### src/rtl/adc_stx_pkg.sv
// Package: shared types of the serial result transmitter.
// Assumes: nothing; it only holds the frame state encoding.
package adc_stx_pkg;
    typedef enum logic [1:0] {
        ST_IDLE = 2'd0,   // no transfer, data line released
        ST_ARM  = 2'd1,   // read accepted, waiting for first external rise
        ST_SYNC = 2'd2,   // framing pulse is being driven
        ST_DATA = 2'd3    // result and tag bits are being sent
    } stx_state_e;
endpackage

### src/rtl/stx_clkgen.sv
// Module: internal data clock generator.
// Produces a data clock of 2*HALF system clocks per period while running and
// flags the cycle in which it rises or falls. Output is low whenever idle.
// Assumes: start and stop are single-cycle strobes, never both at once.
module stx_clkgen #(
    parameter int HALF = 2
) (
    input  logic clk,
    input  logic rst_n,
    input  logic start,
    input  logic stop,
    output logic dclk,
    output logic rise,
    output logic fall
);
    localparam int DIVW = (HALF > 1) ? $clog2(HALF) : 1;

    logic            run_q;
    logic            dclk_q;
    logic [DIVW-1:0] div_q;
    logic            tick;

    // Half-period reached: the clock toggles at the coming edge.
    assign tick = run_q && (div_q == DIVW'(HALF - 1));
    assign rise = tick && !dclk_q;
    assign fall = tick && dclk_q;
    assign dclk = dclk_q;

    // Run flag, divider count and clock level.
    always_ff @(posedge clk) begin
        if (!rst_n) begin
            run_q  <= 1'b0;
            dclk_q <= 1'b0;
            div_q  <= '0;
        end else if (start) begin
            run_q  <= 1'b1;
            dclk_q <= 1'b0;
            div_q  <= '0;
        end else if (stop) begin
            run_q  <= 1'b0;
            dclk_q <= 1'b0;
            div_q  <= '0;
        end else if (run_q) begin
            if (tick) begin
                div_q  <= '0;
                dclk_q <= !dclk_q;
            end else begin
                div_q <= div_q + 1'b1;
            end
        end
    end

    p_dclk_idle_low_r2: assert property (@(posedge clk) disable iff (!rst_n)
        !run_q |-> !dclk_q);
endmodule

### src/rtl/stx_ext_sampler.sv
// Module: external data clock and tag sampler.
// Registers the external clock and tag once and reports rising and falling
// edges one cycle later.
// Assumes: the external clock is much slower than the system clock and
// arrives already synchronous to it.
module stx_ext_sampler (
    input  logic clk,
    input  logic rst_n,
    input  logic dclk_i,
    input  logic tag_i,
    output logic dclk_hi,
    output logic rise,
    output logic fall,
    output logic tag_s
);
    logic d1_q, d2_q, tag_q;

    // Two-deep history of the clock, with the tag taken alongside.
    always_ff @(posedge clk) begin
        if (!rst_n) begin
            d1_q  <= 1'b0;
            d2_q  <= 1'b0;
            tag_q <= 1'b0;
        end else begin
            d1_q  <= dclk_i;
            d2_q  <= d1_q;
            tag_q <= tag_i;
        end
    end

    assign dclk_hi = d1_q;
    assign rise    = d1_q && !d2_q;
    assign fall    = !d1_q && d2_q;
    assign tag_s   = tag_q;
endmodule

### src/rtl/stx_frame_ctl.sv
// Module: frame controller.
// Sequences one transfer: framing and open-ended data in external mode,
// a counted burst of DW pulses in internal mode. Issues the load, output
// and shift strobes for the data path.
// Assumes: ext_mode only changes while idle; rd_start is gated with
// ext_mode and cv_start with its inverse by the caller.
module stx_frame_ctl
    import adc_stx_pkg::*;
#(
    parameter int DW = 12
) (
    input  logic clk,
    input  logic rst_n,
    input  logic ext_mode,
    input  logic cv_start,
    input  logic rd_start,
    input  logic rd_lvl,
    input  logic rise,
    input  logic fall,
    output logic load,
    output logic out_stb,
    output logic shift_stb,
    output logic gen_start,
    output logic gen_stop,
    output logic sync_o,
    output logic sdata_oe
);
    localparam int CW = $clog2(DW + 1);

    stx_state_e     st_q;
    logic           sync_q;
    logic           oe_q;
    logic [CW-1:0]  cnt_q;
    logic           abort;

    // Strobes for the data path and the internal clock generator.
    always_comb begin
        abort     = ext_mode && (rd_start || !rd_lvl);
        out_stb   = rise && ((st_q == ST_SYNC) || (st_q == ST_DATA)) && !abort;
        shift_stb = fall && (st_q == ST_DATA) && !abort;
        gen_start = cv_start && (st_q == ST_IDLE);
        gen_stop  = !ext_mode && (st_q == ST_DATA) && fall && (cnt_q == CW'(DW));
        load      = rd_start || gen_start;
    end

    // Frame state, framing pulse, data enable and pulse count.
    always_ff @(posedge clk) begin
        if (!rst_n) begin
            st_q   <= ST_IDLE;
            sync_q <= 1'b0;
            oe_q   <= 1'b0;
            cnt_q  <= '0;
        end else if (rd_start) begin
            st_q   <= ST_ARM;
            sync_q <= 1'b0;
            oe_q   <= 1'b0;
            cnt_q  <= '0;
        end else if (ext_mode && !rd_lvl) begin
            st_q   <= ST_IDLE;
            sync_q <= 1'b0;
            oe_q   <= 1'b0;
        end else begin
            case (st_q)
                ST_IDLE: begin
                    if (gen_start) begin
                        st_q  <= ST_DATA;
                        cnt_q <= '0;
                    end
                end
                ST_ARM: begin
                    if (rise) begin
                        st_q   <= ST_SYNC;
                        sync_q <= 1'b1;
                    end
                end
                ST_SYNC: begin
                    if (rise) begin
                        st_q   <= ST_DATA;
                        sync_q <= 1'b0;
                        oe_q   <= 1'b1;
                    end
                end
                ST_DATA: begin
                    if (!ext_mode) begin
                        if (rise) begin
                            oe_q  <= 1'b1;
                            cnt_q <= cnt_q + 1'b1;
                        end
                        if (gen_stop) begin
                            st_q  <= ST_IDLE;
                            oe_q  <= 1'b0;
                            cnt_q <= '0;
                        end
                    end
                end
                default: st_q <= ST_IDLE;
            endcase
        end
    end

    assign sync_o   = sync_q;
    assign sdata_oe = oe_q;

    p_sync_data_excl_r6: assert property (@(posedge clk) disable iff (!rst_n)
        $onehot0({sync_q, oe_q}));
    p_sync_only_ext_r6: assert property (@(posedge clk) disable iff (!rst_n)
        sync_q |-> ext_mode);
    p_cnt_bound_r2: assert property (@(posedge clk) disable iff (!rst_n)
        cnt_q <= CW'(DW));
    p_deselect_hiz_r8: assert property (@(posedge clk) disable iff (!rst_n)
        (ext_mode && !rd_lvl) |=> !oe_q);
endmodule

### src/rtl/stx_shift.sv
// Module: result holding and output shift register.
// Captures a finished result on the busy rising edge, copies it into the
// shift register when a transfer starts, and shifts the tag in behind it.
// Assumes: load, out_stb and shift_stb are single-cycle strobes.
module stx_shift #(
    parameter int DW = 12
) (
    input  logic          clk,
    input  logic          rst_n,
    input  logic          busy,
    input  logic [DW-1:0] result,
    input  logic          ext_mode,
    input  logic          dclk_hi,
    input  logic          load,
    input  logic          out_stb,
    input  logic          shift_stb,
    input  logic          tag_s,
    output logic          sdata
);
    logic          busy_q;
    logic [DW-1:0] hold_q;
    logic [DW-1:0] sr_q;
    logic          sd_q;
    logic          busy_rise;
    logic          lost;

    assign busy_rise = busy && !busy_q;
    assign lost      = ext_mode && dclk_hi;

    // Busy edge tracking and result capture, skipped while the clock is high.
    always_ff @(posedge clk) begin
        if (!rst_n) begin
            busy_q <= 1'b1;
            hold_q <= '0;
        end else begin
            busy_q <= busy;
            if (busy_rise && !lost)
                hold_q <= result;
        end
    end

    // Shift register: load at frame start, tag enters at each data fall.
    always_ff @(posedge clk) begin
        if (!rst_n)
            sr_q <= '0;
        else if (load)
            sr_q <= hold_q;
        else if (shift_stb)
            sr_q <= {sr_q[DW-2:0], tag_s};
    end

    // Output bit: updated at each data clock rise.
    always_ff @(posedge clk) begin
        if (!rst_n)
            sd_q <= 1'b0;
        else if (load)
            sd_q <= 1'b0;
        else if (out_stb)
            sd_q <= sr_q[DW-1];
    end

    assign sdata = sd_q;

    p_lost_keeps_hold_r5: assert property (@(posedge clk) disable iff (!rst_n)
        (busy_rise && lost) |=> $stable(hold_q));
endmodule

### src/rtl/adc_serial_tx.sv
// Module: serial result transmitter, top level.
// Decodes convert and read commands, selects the clock source and joins the
// clock generator, external sampler, frame controller and shift register.
// Assumes: one system clock; external clock and tag slow and synchronous.
module adc_serial_tx #(
    parameter int DW   = 12,
    parameter int HALF = 2
) (
    input  logic          clk,
    input  logic          rst_n,
    input  logic          cs_n,
    input  logic          rd_conv,
    input  logic          busy,
    input  logic [DW-1:0] result,
    input  logic          ext_mode,
    input  logic          dclk_i,
    output logic          dclk_o,
    output logic          dclk_oe,
    output logic          sync_o,
    input  logic          tag_i,
    output logic          sdata_o,
    output logic          sdata_oe
);
    logic conv_lvl, rd_lvl, conv_q, rd_q;
    logic cv_start, rd_start;
    logic g_rise, g_fall, x_rise, x_fall, rise, fall;
    logic dclk_hi, tag_s;
    logic load, out_stb, shift_stb, gen_start, gen_stop;

    assign conv_lvl = !cs_n && !rd_conv;
    assign rd_lvl   = !cs_n && rd_conv;

    // Command level history for edge detection.
    always_ff @(posedge clk) begin
        if (!rst_n) begin
            conv_q <= 1'b1;
            rd_q   <= 1'b1;
        end else begin
            conv_q <= conv_lvl;
            rd_q   <= rd_lvl;
        end
    end

    assign cv_start = conv_lvl && !conv_q && busy && !ext_mode;
    assign rd_start = rd_lvl && !rd_q && ext_mode;
    assign rise     = ext_mode ? x_rise : g_rise;
    assign fall     = ext_mode ? x_fall : g_fall;
    assign dclk_oe  = !ext_mode;

    stx_clkgen #(.HALF(HALF)) u_clkgen (
        .clk   (clk),
        .rst_n (rst_n),
        .start (gen_start),
        .stop  (gen_stop),
        .dclk  (dclk_o),
        .rise  (g_rise),
        .fall  (g_fall)
    );

    stx_ext_sampler u_samp (
        .clk     (clk),
        .rst_n   (rst_n),
        .dclk_i  (dclk_i),
        .tag_i   (tag_i),
        .dclk_hi (dclk_hi),
        .rise    (x_rise),
        .fall    (x_fall),
        .tag_s   (tag_s)
    );

    stx_frame_ctl #(.DW(DW)) u_ctl (
        .clk       (clk),
        .rst_n     (rst_n),
        .ext_mode  (ext_mode),
        .cv_start  (cv_start),
        .rd_start  (rd_start),
        .rd_lvl    (rd_lvl),
        .rise      (rise),
        .fall      (fall),
        .load      (load),
        .out_stb   (out_stb),
        .shift_stb (shift_stb),
        .gen_start (gen_start),
        .gen_stop  (gen_stop),
        .sync_o    (sync_o),
        .sdata_oe  (sdata_oe)
    );

    stx_shift #(.DW(DW)) u_shift (
        .clk       (clk),
        .rst_n     (rst_n),
        .busy      (busy),
        .result    (result),
        .ext_mode  (ext_mode),
        .dclk_hi   (dclk_hi),
        .load      (load),
        .out_stb   (out_stb),
        .shift_stb (shift_stb),
        .tag_s     (tag_s),
        .sdata     (sdata_o)
    );

    p_busy_blocks_start_r3: assert property (@(posedge clk) disable iff (!rst_n)
        !busy |-> !gen_start);
endmodule

### config.mk
export PLATFORM = sky130hd
export DESIGN_NAME = adc_serial_tx
export DESIGN_NICKNAME = d
export VERILOG_FILES = /design/src/rtl/adc_stx_pkg.sv /design/src/rtl/stx_clkgen.sv /design/src/rtl/stx_ext_sampler.sv /design/src/rtl/stx_frame_ctl.sv /design/src/rtl/stx_shift.sv /design/src/rtl/adc_serial_tx.sv
export SDC_FILE = /design/constraint.sdc
export NUM_CORES = 1
export LEC_CHECK = 0
export ABC_AREA = 1
export BUFFER_PORTS_ARGS = -buffer_cell sky130_fd_sc_hd__buf_2
export CORE_UTILIZATION = 55
export DETAILED_ROUTE_END_ITERATION = 12
export GPL_ROUTABILITY_DRIVEN = 1
export PLACE_DENSITY = 0.85
export SLEW_MARGIN = 20
export SYNTH_ARGS = -nofsm -noshare
export SYNTH_HDL_FRONTEND = slang
export SYNTH_HIERARCHICAL = 1
export SYNTH_SLANG_ARGS = --single-unit
export TNS_END_PERCENT = 100
### constraint.sdc
create_clock -name clk -period 1.9 [get_ports clk]
set_clock_uncertainty 0.05 [all_clocks]
set_input_delay 0.38 -clock clk [delete_from_list [all_inputs] [get_ports clk]]
set_output_delay 0.38 -clock clk [all_outputs]
set_load 0.01 [all_outputs]
# [Word level (Yosys, flattened, before mapping)]
# Cells that the tools add are included.
[totals] regBits=42 in_bits=20 output_inout_bits=5
[classes] addsub=2 eq_ne=15 mux=27 bitwise=2 reduce_logical=56
[op_table] cell="$logic_and 1x1->1" count=25
[op_table] cell="$mux 12" count=2
[op_table] cell="$mux 4" count=4
[op_table] cell="$reduce_and 5->1" count=3
[op_table] cell="$logic_not 1->1" count=12
[op_table] cell="$mux 1" count=12
[op_table] cell="$ne 4x3->1 const B" count=3
[op_table] cell="$mux 2" count=5
[op_table] cell="$reduce_bool 2->1" count=5
[op_table] cell="$pmux 2 s4" count=1
[op_table] cell="$pmux 4 s2" count=1
[op_table] cell="$ne 2x2->1 const B" count=3
[op_table] cell="$reduce_or 3->1" count=2
[op_table] cell="$add 4x1->4 const B" count=1
[op_table] cell="$eq 2x2->1 const B" count=2
[op_table] cell="$eq 4x4->1 const B" count=1
[op_table] cell="$ne 2x1->1 const B" count=2
[op_table] cell="$ne 4x1->1 const B" count=1
[op_table] cell="$ne 4x2->1 const B" count=1
[op_table] cell="$pmux 1 s2" count=2
[op_table] cell="$reduce_and 2->1" count=2
[op_table] cell="$reduce_or 2->1" count=2
[op_table] cell="$logic_or 1x1->1" count=3
[op_table] cell="$ne 3x2->1 const B" count=1
[op_table] cell="5 further kinds" count=6

# [Logic depth before layout (Yosys ltp)]
# Gate-level depths: netlist of run 1.
[logic_depth] word_depth=10 ltp_mapped=13 ltp_nobuf=13

# [Cells and area by module]
# The synthesis of run 1 kept the hierarchy.
[modules_own_cells] mod="stx_shift" instances=1 cells_per_inst=191 area_each_um2=1295.0 seq_area_each_um2=520.5
[modules_own_cells] mod="stx_frame_ctl" instances=1 cells_per_inst=96 area_each_um2=629.4 seq_area_each_um2=160.2
[modules_own_cells] mod="stx_clkgen" instances=1 cells_per_inst=21 area_each_um2=138.9 seq_area_each_um2=60.1
[modules_own_cells] mod="adc_serial_tx" instances=1 cells_per_inst=22 area_each_um2=121.4 seq_area_each_um2=40.0
[modules_own_cells] mod="stx_ext_sampler" instances=1 cells_per_inst=13 area_each_um2=100.1 seq_area_each_um2=60.1

# [Worst setup path before layout of run 1]
# Ideal clock, no wire load.
[synth_path] kind="in2reg" startpoint="input cs_n" endpoint="register u_shift.sr_q[10]" setup_ns=0.118 t_arrival_ns=1.429 required_time_ns=1.732 setup_slack_ns=0.303 path_stages=11 n_path_buf=1 cell_sequence="inv_1 -> nand2_1 -> nor2_1 -> inv_1 -> a21boi_0 -> nor2_1 -> nor2_4 -> buf_4 -> nand2_1 -> nand2_1 -> nor2_1"
[synth_between] elab_chain_len=9 elab_cells_between_ends=17 cone_classes="mux (1); reduce/logical (16)"
[synth_lines] element="start, declared" line="adc_serial_tx.sv:11" source="input logic cs_n,"
[synth_lines] element="$logic_not 1->1" line="adc_serial_tx.sv:31" source="assign rd_lvl = !cs_n && rd_conv;"
[synth_lines] element="$logic_and 1x1->1" line="adc_serial_tx.sv:31"
[synth_lines] element="$logic_and 1x1->1 (2 in a row)" line="adc_serial_tx.sv:45" source="assign rd_start = rd_lvl && !rd_q && ext_mode;"
[synth_lines] element="net rd_start" line="adc_serial_tx.sv:25" source="logic cv_start, rd_start;"
[synth_lines] element="$logic_or 1x1->1" line="stx_frame_ctl.sv:38" source="abort = ext_mode && (rd_start || !rd_lvl);"
[synth_lines] element="$logic_and 1x1->1" line="stx_frame_ctl.sv:38"
[synth_lines] element="$logic_not 1->1" line="stx_frame_ctl.sv:40" source="shift_stb = fall && (st_q == ST_DATA) && !abort;"
[synth_lines] element="$logic_and 1x1->1" line="stx_frame_ctl.sv:40"
[synth_lines] element="net shift_stb" line="adc_serial_tx.sv:28" source="logic load, out_stb, shift_stb, gen_start, gen_stop;"
[synth_lines] element="$reduce_bool 2->1 (no line)"
[synth_lines] element="end signal, assigned" line="stx_shift.sv:47" source="sr_q <= hold_q;"
[synth_lines] element="end signal, assigned" line="stx_shift.sv:49" source="sr_q <= {sr_q[DW-2:0], tag_s};"
[synth_lines] element="end, declared" line="stx_shift.sv:22" source="logic [DW-1:0] sr_q;"
# The timed path passes the listed nets, and every way through them passes these cells.
# A chain may end at the register's enable or synchronous reset.

# [Worst setup path in the final report of run 1]
[layout_path] startpoint="register u_ctl.st_q[0]" endpoint="register u_shift.sr_q[0]"
[layout_between] elab_chain_len=4 elab_cells_between_ends=8 cone_classes="eq/ne (1); mux (1); reduce/logical (6)"
[layout_lines] element="start, declared" line="stx_frame_ctl.sv:30" source="stx_state_e st_q;"
[layout_lines] element="start signal, assigned" line="stx_frame_ctl.sv:49" source="st_q <= ST_IDLE;"
[layout_lines] element="start signal, assigned" line="stx_frame_ctl.sv:54" source="st_q <= ST_ARM;"
[layout_lines] element="start signal, assigned" line="stx_frame_ctl.sv:59" source="st_q <= ST_IDLE;"
[layout_lines] element="$logic_not 2->1 *" line="stx_frame_ctl.sv:41" source="gen_start = cv_start && (st_q == ST_IDLE);"
[layout_lines] element="$logic_and 1x1->1 *" line="stx_frame_ctl.sv:41"
[layout_lines] element="$logic_or 1x1->1 *" line="stx_frame_ctl.sv:43" source="load = rd_start || gen_start;"
[layout_lines] element="net load" line="adc_serial_tx.sv:28"
[layout_lines] element="$mux 12 / $reduce_bool 2->1 (equally long branches)"
# The timed path passes the listed nets; every way through them passes the cells marked *.

==> results.sh, run 1 <==
export IMPL_crit_arrival_ns=1.81
export IMPL_start_util_pct=57.12
export IMPL_crit_path_end="u_shift/sr_q[0]"
export IMPL_post_cts_buffers=0
export IMPL_drc_errors=1
export IMPL_ioPinCount=25
export IMPL_cts_root_buf="clkbuf_8"
export IMPL_worst_pin_slew_ns=0.4918
export IMPL_tritoncts="yes"
export IMPL_wl_um=4404
export IMPL_grt_max_degree=26
export IMPL_clkSinkCount=42
export IMPL_cts_resized=0
export IMPL_avgSynthCellArea_um2=6.661
export IMPL_crit_path_max_incr_delay_ns=0.39
export IMPL_diodes=0
export IMPL_reg2reg_setup_slack_ns=0.26
export IMPL_power_mw=1.901
export IMPL_cts_htree_levels=2
export IMPL_finalCritPeriodShare_pct=86.17
export IMPL_critPathLaunchType="flip-flop"
export IMPL_worst_path_max_fanout=25
export IMPL_rows=23
export IMPL_first_pass_iters=8
export IMPL_fmax_mhz=610.8
export IMPL_gp_congestion=0.9060
export IMPL_cap_violations=0
export IMPL_leakagePower_nw=1.310
export IMPL_dr_total_vias=2006
export IMPL_rsz0062_at_grt="false"
export IMPL_crit_chain="inv_1 > ha_1 > nand2_1 > nand2_1 > buf_12 > a21oi_1 > nand2_1 > nor2_1"
export IMPL_vdd_ir_drop_max_mv=0.4422
export IMPL_ant_nets=0
export IMPL_required_ns=2.08
export IMPL_failed_checks="DRC"
export IMPL_min_path_type="input pin to flip-flop"
export IMPL_place_port_buffers=24
export IMPL_worst_r2r_cell_count=8
export IMPL_clkTransAtPathRegs_ns=0.08
export IMPL_post_route_util_pct=63.09
export IMPL_p_per_area_nw_per_um2=753.4
export IMPL_post_drt_via_cell_ratio=4.788
export IMPL_setup_violations=0
export IMPL_clock_latency_ns=0.29
export IMPL_chipWidth_um=66.45
export IMPL_post_route_min_period_ns=1.637
export IMPL_coreArea_um2=4000
export IMPL_cp_slowest_cell="dfxtp_1"
export IMPL_die_area_um2=4416
export IMPL_nNetsFinal=394
export IMPL_reg2reg_from="u_ctl/st_q[0]"
export IMPL_syn_inst=343
export IMPL_endpoint_kind="flip-flop"
export IMPL_first_global_vias=1841
export IMPL_outcome="finished, violations left"
export IMPL_fin_hold_ws_ns=0.2104
export IMPL_setup_tns_ns=0
export IMPL_first_iter_violations=83
export IMPL_gr_total_overflow=0
export IMPL_drive_above_1_share_pct=18.43
export IMPL_grt_usage_pct=22.64
export IMPL_clk_path_buf_depth=2
export IMPL_syn_num_nets=369
export IMPL_crit_top_cell="nand2_1"
export IMPL_nFillCells=356
export IMPL_dp_cells=411
export IMPL_antenna_found_initial=0
export IMPL_ys_warn_count=6
export IMPL_postSynthRegisterBits=42
export IMPL_hold_violations=0
export IMPL_r2r_end="u_shift/sr_q[0]"
export IMPL_crit_type="flip-flop to flip-flop"
export IMPL_area_delta_synth_final_pct=10.46
export IMPL_grt_pass1_wl_um=7748
export IMPL_slew_violations=0
export IMPL_dpl_hpwl_um=3035
export IMPL_wire_per_inst_um=10.51
export IMPL_yosysSeqAreaShare_pct=36.80
export IMPL_relSlewSlack_pct=67.13
export IMPL_die_height_um=66.45
export IMPL_hold_buffers=0
export IMPL_cp_startpoint="u_ctl/st_q[0]"
export IMPL_numCtsBuffers=5
export IMPL_instances_no_fill=419
export IMPL_netlist_area_um2=2285
export IMPL_hp_start="dclk_i"
export IMPL_synth_cell_types=28
[placed cells by master (no fill, tap or decap), drive strengths merged, types with 6 or more instances in the layout]
cell type / synthesis / final
a21oi: 29 / 29
buf: 12 / 30
clkbuf: 0 / 7
dfxtp: 42 / 42
ha: 6 / 6
inv: 74 / 74
nand2: 77 / 77
nand3: 20 / 20
nor2: 53 / 53
nor3: 13 / 13
o21ai: 6 / 6
[layer usage]
| layer | vias up | track usage (%) | routed length [µm] |
|---|---|---|---|
| met1 | 875 | 30.03 | 2208 |
| met2 | 40 | 36.86 | 2077 |
| met5 | - | 0 | 0 |
| li1 | 1091 | - | - |
| met4 | 0 | 6.649 | 0 |
| met3 | 0 | 4.623 | 118 |
[sequential cells by signal (all words and copies together), names as in the netlist, 2 cells and up]
register,count
u_shift/sr_q,12
u_ctl/st_q,2
u_shift/hold_q,12
u_ctl/cnt_q,4
[area by class of cell]
type / instances / area [µm²] / area share (%)
clock inverter: 1 / 5.005 / 0.1983
inverter: 74 / 277.8 / 11.01
timing repair buffer: 30 / 177.7 / 7.040
multi-input combinational: 215 / 1074 / 42.54
tap: 50 / 62.56 / 2.479
clock buffer: 7 / 86.33 / 3.421
sequential: 42 / 840.8 / 33.32
[cells in the mapped netlist]
cell       n  area share, %
a211oi_1   1           0.33
a21boi_0   2           0.66
a21boi_2   1           0.49
a21oi_1   19            4.2
a21oi_2   10            3.8
buf_2      5            1.1
buf_4      3           0.99
buf_6      4            2.0
dfxtp_1   42             37
ha_1       6            3.3
inv_1     67             11
inv_2      7            1.2
nand2_1   71             12
nand2_2    6            1.6
nand3_1   19            4.2
nand3_2    1           0.44
nand4_1    3           0.82
nor2_1    48            7.9
nor2_2     3           0.82
nor2_4     2           0.99
nor3_1    12            2.6
nor3_2     1           0.44
o211ai_1   1           0.33
o21a_1     1           0.33
o21ai_0    5            1.1
o21ai_1    1           0.22
xnor2_1    1           0.38
xor2_1     1           0.38
[critical path: cells and delay by family (launching register included)]
| kind | cells | cell delay (ns) |
|---|---|---|
| AOI/OAI and AO/OA | 1 | 0.17 |
| adders and majority gates | 1 | 0.23 |
| buffers and inverters | 2 | 0.29 |
| DFF | 1 | 0.39 |
| and+or+nand+nor | 4 | 0.44 |
[kinds of logic (layout without fill, tap and decap cells)]
kind of cell | Yosys count | count (layout) | share of synthesized area, %
and+or+nand+nor | 166 | 166 | 31.49
adders and majority gates | 6 | 6 | 3.286
buffers and inverters | 86 | 112 | 16.21
DFF | 42 | 42 | 36.80
xor gates and xnor gates | 2 | 2 | 0.7668
AOI/OAI and AO/OA | 41 | 41 | 11.45
[report_power, final]
part / leakage, nW / internal (mW) / switching (mW)
sequential: 0.343 / 0.933 / 0.0396
clock: 0.0482 / 0.293 / 0.300
combinational: 0.918 / 0.134 / 0.201
total: 1.31 / 1.36 / 0.541
[stage by stage]
step / instance area [µm²] / worst slack (ns)
finish: 2524 / 0.2627
global route: 2524 / 0.02281
CTS: 2524 / 0.2851
detailed placement: 2432 / 0.03818
global placement: 2432 / 0.1182
floorplan: 2285 / 0.3030
[worst min-delay path by stage]
stage,slack [ns],endpoint,depth (start not counted)
after CTS,0.21,u_samp/dclk_hi,3
final,0.21,u_samp/dclk_hi,3
after global placement,0.40,u_shift/sdata,2
after floorplan,0.38,u_shift/sdata,2
after global routing,0.22,u_samp/dclk_hi,3
after detailed placement,0.40,u_shift/sdata,2
No activity file was read; power rests on OpenSTA's default activity.
==> inputs of run 2 (changes only) <==
--- a/config.mk
+++ b/config.mk
@@ -11,6 +11,7 @@
 export DETAILED_ROUTE_END_ITERATION = 12
 export GPL_ROUTABILITY_DRIVEN = 1
 export PLACE_DENSITY = 0.85
+export REMOVE_ABC_BUFFERS = 1
 export SLEW_MARGIN = 20
 export SYNTH_ARGS = -nofsm -noshare
 export SYNTH_HDL_FRONTEND = slang
==> run 2 against run 1 <==
Compared with the run above: the flow now finishes without violations; die area unchanged; routed wire length down 2.8%; non-clock buffer count did not move; maximum frequency shrank 4.5%; clock power decreased by 3%; global-route usage shrank 1.5 points; power is 0.67% lower; final cell count is the same; combinational power barely moved; sequential cell count did not move; core utilization stayed put; critical endpoint is now u_shift/sr_q[8]; largest power group unchanged.
==> results.sh, run 2 (synthesis results as in run 1) <==
export IMPL_outcome="finished clean"
export IMPL_worst_pin_slew_ns=0.4853
export IMPL_die_area_um2=4416
export IMPL_ant_nets=0
export IMPL_first_iter_violations=204
export IMPL_cts_htree_levels=2
export IMPL_post_cts_buffers=0
export IMPL_coreArea_um2=4000
export IMPL_antenna_found_initial=0
export IMPL_clkPwrFrac_pct=30.6
export IMPL_clkSinkCount=42
export IMPL_required_ns=2.03
export IMPL_wire_per_inst_um=10.22
export IMPL_slew_violations=0
export IMPL_fin_area_um2=2524
export IMPL_fmax_mhz=583.5
export IMPL_post_route_util_pct=63.09
export IMPL_cts_root_buf="clkbuf_8"
export IMPL_grt_pass1_wl_um=7155
export IMPL_fin_hold_ws_ns=0.2212
export IMPL_p_sw_mw=0.5279
export IMPL_swShare_pct=27.95
export IMPL_endpoint_kind="flip-flop"
export IMPL_diodes=0
export IMPL_relSlewSlack_pct=67.57
export IMPL_tritoncts="yes"
export IMPL_p_comb_share_pct=17.9
export IMPL_instances_no_fill=419
export IMPL_start_util_pct=57.12
export IMPL_chipWidth_um=66.45
export IMPL_clkTransAtPathRegs_ns=0.07
export IMPL_cap_violations=0
export IMPL_post_route_min_period_ns=1.714
export IMPL_ioPinCount=25
export IMPL_drive_above_1_share_pct=18.43
export IMPL_worst_path_buf_inv=1
export IMPL_most_common_layout_cells="nand2_1, inv_1, nor2_1"
export IMPL_place_port_buffers=24
export IMPL_area_delta_synth_final_pct=10.46
export IMPL_setup_violations=0
export IMPL_cp_slowest_cell="dfxtp_1"
export IMPL_post_drt_via_cell_ratio=4.788
export IMPL_crit_path_max_incr_delay_ns=0.40
export IMPL_grt_max_degree=25
export IMPL_min_path_type="input pin to flip-flop"
export IMPL_final_common_cell="nand2_1"
export IMPL_rows=23
export IMPL_critPathLaunchType="flip-flop"
export IMPL_seqPwrFrac_pct=51.5
export IMPL_clock_latency_ns=0.29
export IMPL_post_dp_cell_area_um2=2432
export IMPL_reg_top3="u_shift/hold_q x12, u_shift/sr_q x12, u_ctl/cnt_q x4"
export IMPL_worst_path_max_fanout=12
export IMPL_rsz0062_at_grt="false"
export IMPL_crit_top_cell="nor2_1"
export IMPL_numCtsBuffers=5
export IMPL_intPower_mw=1.361
export IMPL_first_global_vias=1644
export IMPL_clk_path_buf_depth=2
export IMPL_crit_chain="ha_1 > nand2_2 > nor2_1 > inv_2 > nor3_1 > nor2_1"
export IMPL_cpLargestDelayFamily="simple AND/OR/NAND/NOR gates"
export IMPL_dp_cells=411
export IMPL_crit_type="flip-flop to flip-flop"
export IMPL_grt_usage_pct=21.16
export IMPL_p_per_area_nw_per_um2=748.3
export IMPL_first_pass_iters=4
export IMPL_crit_arrival_ns=1.85
export IMPL_leakagePower_nw=1.310
export IMPL_gp_congestion=0.8993
export IMPL_setup_tns_ns=0
export IMPL_cts_resized=0
export IMPL_wl_um=4282
export IMPL_dpl_hpwl_um=3157
export IMPL_hold_violations=0
export IMPL_hold_buffers=0
export IMPL_die_height_um=66.45
export IMPL_finalCritPeriodShare_pct=90.21
export IMPL_vdd_ir_drop_max_mv=0.5990
export IMPL_dr_total_vias=2006
export IMPL_drc_errors=0
export IMPL_gr_total_overflow=0
export IMPL_nNetsFinal=394
-- run 2: power by group through the flow --
| stage | registers, mW | clock network, mW | logic [mW] |
|---|---|---|---|
| finish | 0.972 | 0.578 | 0.338 |
| global route | 0.980 | 0.648 | 0.382 |
| CTS | 0.971 | 0.602 | 0.337 |
| detailed placement | 0.992 | 0 | 0.334 |
| global placement | 0.989 | 0 | 0.326 |
| floorplan | 0.983 | 0 | 0.246 |
-- run 2: worst min-delay path, stage by stage --
cell	delay, ns
buf_2	0.08
nand2_1	0.04
inv_1	0.04
-- run 2: layer usage --
layer	up-vias	global-route usage (%)	wire, µm	share of wire (%)
li1	1083	-	-	-
met1	883	28.41	2063	48
met2	33	32.14	2055	48
met3	7	5.993	120	2.8
met4	0	7.447	43	1.0
met5	-	0	0	0
-- run 2: path summary, 6_finish.rpt --
| path | startpoint | end | slack [ns] | cells past startpoint |
|---|---|---|---|---|
| worst min-delay path | dclk_i | u_samp/dclk_hi | 0.22 | 3 |
| worst max-delay path | u_ctl/st_q[1] | u_shift/sr_q[8] | 0.19 | 6 |
| worst min register to register | u_samp/dclk_hi | u_samp/d2_q | 0.41 | 2 |
| worst max register to register | u_ctl/st_q[1] | u_shift/sr_q[8] | 0.19 | 6 |
-- run 2: per-stage QoR --
step	setup slack [ns]	total power, mW
after global placement	0.1003	1.315
after detailed placement	-0.008873	1.326
after CTS	0.1897	1.910
final	0.1861	1.889
after global routing	0.02334	2.010
after floorplan	-0.03772	1.229
-- run 2: area by class of cell --
cell class                 count  area, µm²
fill                         375       1476
multi-input combinational    215       1074
sequential                    42      840.8
inverter                      74      277.8
timing repair buffer          30      177.7
clock buffer                   7      86.33
tap                           50      62.56
clock inverter                 1      5.005
==> inputs of run 3 (changes only) <==
--- a/config.mk
+++ b/config.mk
@@ -15,6 +15,5 @@
 export SLEW_MARGIN = 20
 export SYNTH_ARGS = -nofsm -noshare
 export SYNTH_HDL_FRONTEND = slang
-export SYNTH_HIERARCHICAL = 1
 export SYNTH_SLANG_ARGS = --single-unit
 export TNS_END_PERCENT = 100
==> run 3 against run 2 <==
Compared with the run above: combinational power fell by 10%; via count fell by 8.2%; routed wire length fell by 7.4%; critical path type unchanged.
==> results.sh, run 3 <==
export IMPL_crit_chain="inv_1 > ha_1 > nand4_4 > nor2b_4 > nand2_4 > o21ai_0 > nor2_1"
export IMPL_crit_path_max_incr_delay_ns=0.37
export IMPL_ys_warn_count=0
export IMPL_clkSinkCount=42
export IMPL_post_drt_via_cell_ratio=5.005
export IMPL_antenna_found_initial=0
export IMPL_place_port_buffers=24
export IMPL_drc_errors=0
export IMPL_ioPinCount=25
export IMPL_area_delta_synth_final_pct=9.578
export IMPL_first_iter_violations=91
export IMPL_synthTopCellsByArea="dfxtp_1, nor2_1, nand2_1, inv_1, o21ai_0"
export IMPL_wl_um=3967
export IMPL_netlist_top_cells_count="nor2_1, nand2_1, dfxtp_1, inv_1, o21ai_0"
export IMPL_most_common_layout_cells="nor2_1, nand2_1, dfxtp_1"
export IMPL_post_cts_buffers=0
export IMPL_synth_most_common_cell="nor2_1"
export IMPL_clock_latency_ns=0.29
export IMPL_dpl_hpwl_um=2905
export IMPL_netlist_area_um2=2077
export IMPL_cpLargestDelayFamily="simple AND/OR/NAND/NOR gates"
export IMPL_worst_path_buf_inv=1
export IMPL_dr_total_vias=1842
export IMPL_nNetsFinal=347
export IMPL_postSynthRegisterBits=42
export IMPL_worst_pin_slew_ns=0.6919
export IMPL_crit_type="flip-flop to flip-flop"
export IMPL_min_path_type="input pin to flip-flop"
export IMPL_clk_path_buf_depth=2
export IMPL_crit_arrival_ns=1.86
export IMPL_finalCritPeriodShare_pct=90.26
export IMPL_gr_total_overflow=0
export IMPL_first_pass_iters=5
export IMPL_reg2reg_setup_slack_ns=0.19
export IMPL_yosysSeqAreaShare_pct=40.48
export IMPL_diodes=0
export IMPL_coreArea_um2=3468
export IMPL_drive_above_1_share_pct=14.91
export IMPL_instances_no_fill=368
export IMPL_start_util_pct=59.88
export IMPL_dpl_worst_slack_ns=0.1435
export IMPL_first_global_vias=1734
export IMPL_slew_violations=0
export IMPL_leakagePower_nw=1.075
export IMPL_critPathLaunchType="flip-flop"
export IMPL_rsz0062_at_grt="false"
export IMPL_setup_tns_ns=0
export IMPL_synthArstFlopShare_pct=0
export IMPL_vdd_ir_drop_max_mv=0.5903
export IMPL_ant_nets=0
export IMPL_die_area_um2=4026
export IMPL_fmax_mhz=583.1
export IMPL_synth_cell_types=32
export IMPL_worst_path_max_fanout=24
export IMPL_grt_max_degree=25
export IMPL_cts_htree_levels=2
export IMPL_tritoncts="yes"
export IMPL_setup_violations=0
export IMPL_post_route_min_period_ns=1.715
export IMPL_grt_pass1_wl_um=7279
export IMPL_synth_top_area_share_pct=40.48
export IMPL_required_ns=2.04
export IMPL_p_per_area_nw_per_um2=806.7
export IMPL_endpoint_kind="flip-flop"
export IMPL_avgSynthCellArea_um2=6.970
export IMPL_chipWidth_um=63.45
export IMPL_reg_top3="u_shift.hold_q x12, u_shift.sr_q x12, u_ctl.cnt_q x4"
export IMPL_cap_violations=0
export IMPL_gp_congestion=0.8398
export IMPL_grt_usage_pct=23.04
export IMPL_clkTransAtPathRegs_ns=0.08
export IMPL_die_height_um=63.45
export IMPL_dp_cells=360
export IMPL_yosys_area_top_type="dfxtp_1"
export IMPL_rows=21
export IMPL_outcome="finished clean"
export IMPL_relSlewSlack_pct=53.87
export IMPL_fin_hold_ws_ns=0.2115
export IMPL_numCtsBuffers=5
export IMPL_cp_slowest_cell="dfxtp_1"
export IMPL_synth_edf_count=0
export IMPL_setup_ws_ns=0.1851
export IMPL_hold_violations=0
export IMPL_ys_flop_type="dfxtp_1"
export IMPL_syn_inst=298
export IMPL_final_common_cell="nor2_1"
export IMPL_wire_per_inst_um=10.78
export IMPL_cts_resized=0
export IMPL_hold_buffers=0
export IMPL_power_mw=1.836
export IMPL_cts_root_buf="clkbuf_8"
==> run 3: changes by cell type after synthesis, sizes merged, moves of 2 or more <==
cell / change
inv: -32
o21ai: +27
nand2: -24
nor2: +21
a21oi: -19
nor3: -10
buf: -4
nand3: -4
a21boi: -3
clkbuf: +2
nor3b: +2
==> run 3: cell type report <==
type / instances / area [µm²]
fill: 340 / 1192
inverter: 42 / 157.7
clock buffer: 6 / 72.57
timing repair buffer: 26 / 135.1
multi-input combinational: 204 / 998.5
tap: 46 / 57.56
clock inverter: 2 / 13.76
sequential: 42 / 840.8
==> run 3: path summary, 6_finish.rpt <==
check                          from                end  cells after the start
setup / recovery      u_ctl.st_q[0]    u_shift.sr_q[5]                      7
hold reg to reg   u_shift.hold_q[6]  u_shift.hold_q[6]                      2
setup reg to reg      u_ctl.st_q[0]    u_shift.sr_q[5]                      7
hold / removal                tag_i       u_samp.tag_s                      3
==> run 3: cell families (layout without fill, tap and decap cells) <==
group | Yosys count | after routing | synth area share [%]
xor gates and xnor gates | 1 | 1 | 0.4218
adders and majority gates | 6 | 6 | 3.614
AOI/OAI and AO/OA | 45 | 45 | 11.39
buffers and inverters | 52 | 76 | 11.44
DFF | 42 | 42 | 40.48
and+or+nand+nor | 152 | 152 | 32.65
==> run 3: routing by layer <==
layer  vias up  wire [µm]  part of all wire [%]  GRT usage (%)
met1       815       1928                    49          28.23
met3        11        200                   5.0          5.797
li1        970          -                     -              -
met2        46       1744                    44          37.37
met4         0         93                   2.3          11.08
met5         -          0                     0              0
==> run 3: worst reg2reg max path, stage by stage, from the launching register on <==
cell	delay (ns)
dfxtp_1	0.37
inv_1	0.09
ha_1	0.24
nand4_4	0.12
nor2b_4	0.26
nand2_4	0.19
o21ai_0	0.23
nor2_1	0.06
==> run 3: where the power goes <==
group / total [mW] / internal, mW / switching [mW]
registers: 0.973 / 0.935 / 0.0378
logic: 0.303 / 0.113 / 0.190
clock network: 0.560 / 0.259 / 0.301
==> run 3: per-stage QoR <==
step / util [%] / instance area [µm²]
floorplan: - / 1997
global placement: 63.13 / 2190
detailed placement: 63.13 / 2190
CTS: 65.62 / 2276
global route: 65.62 / 2276
finish: 65.62 / 2276
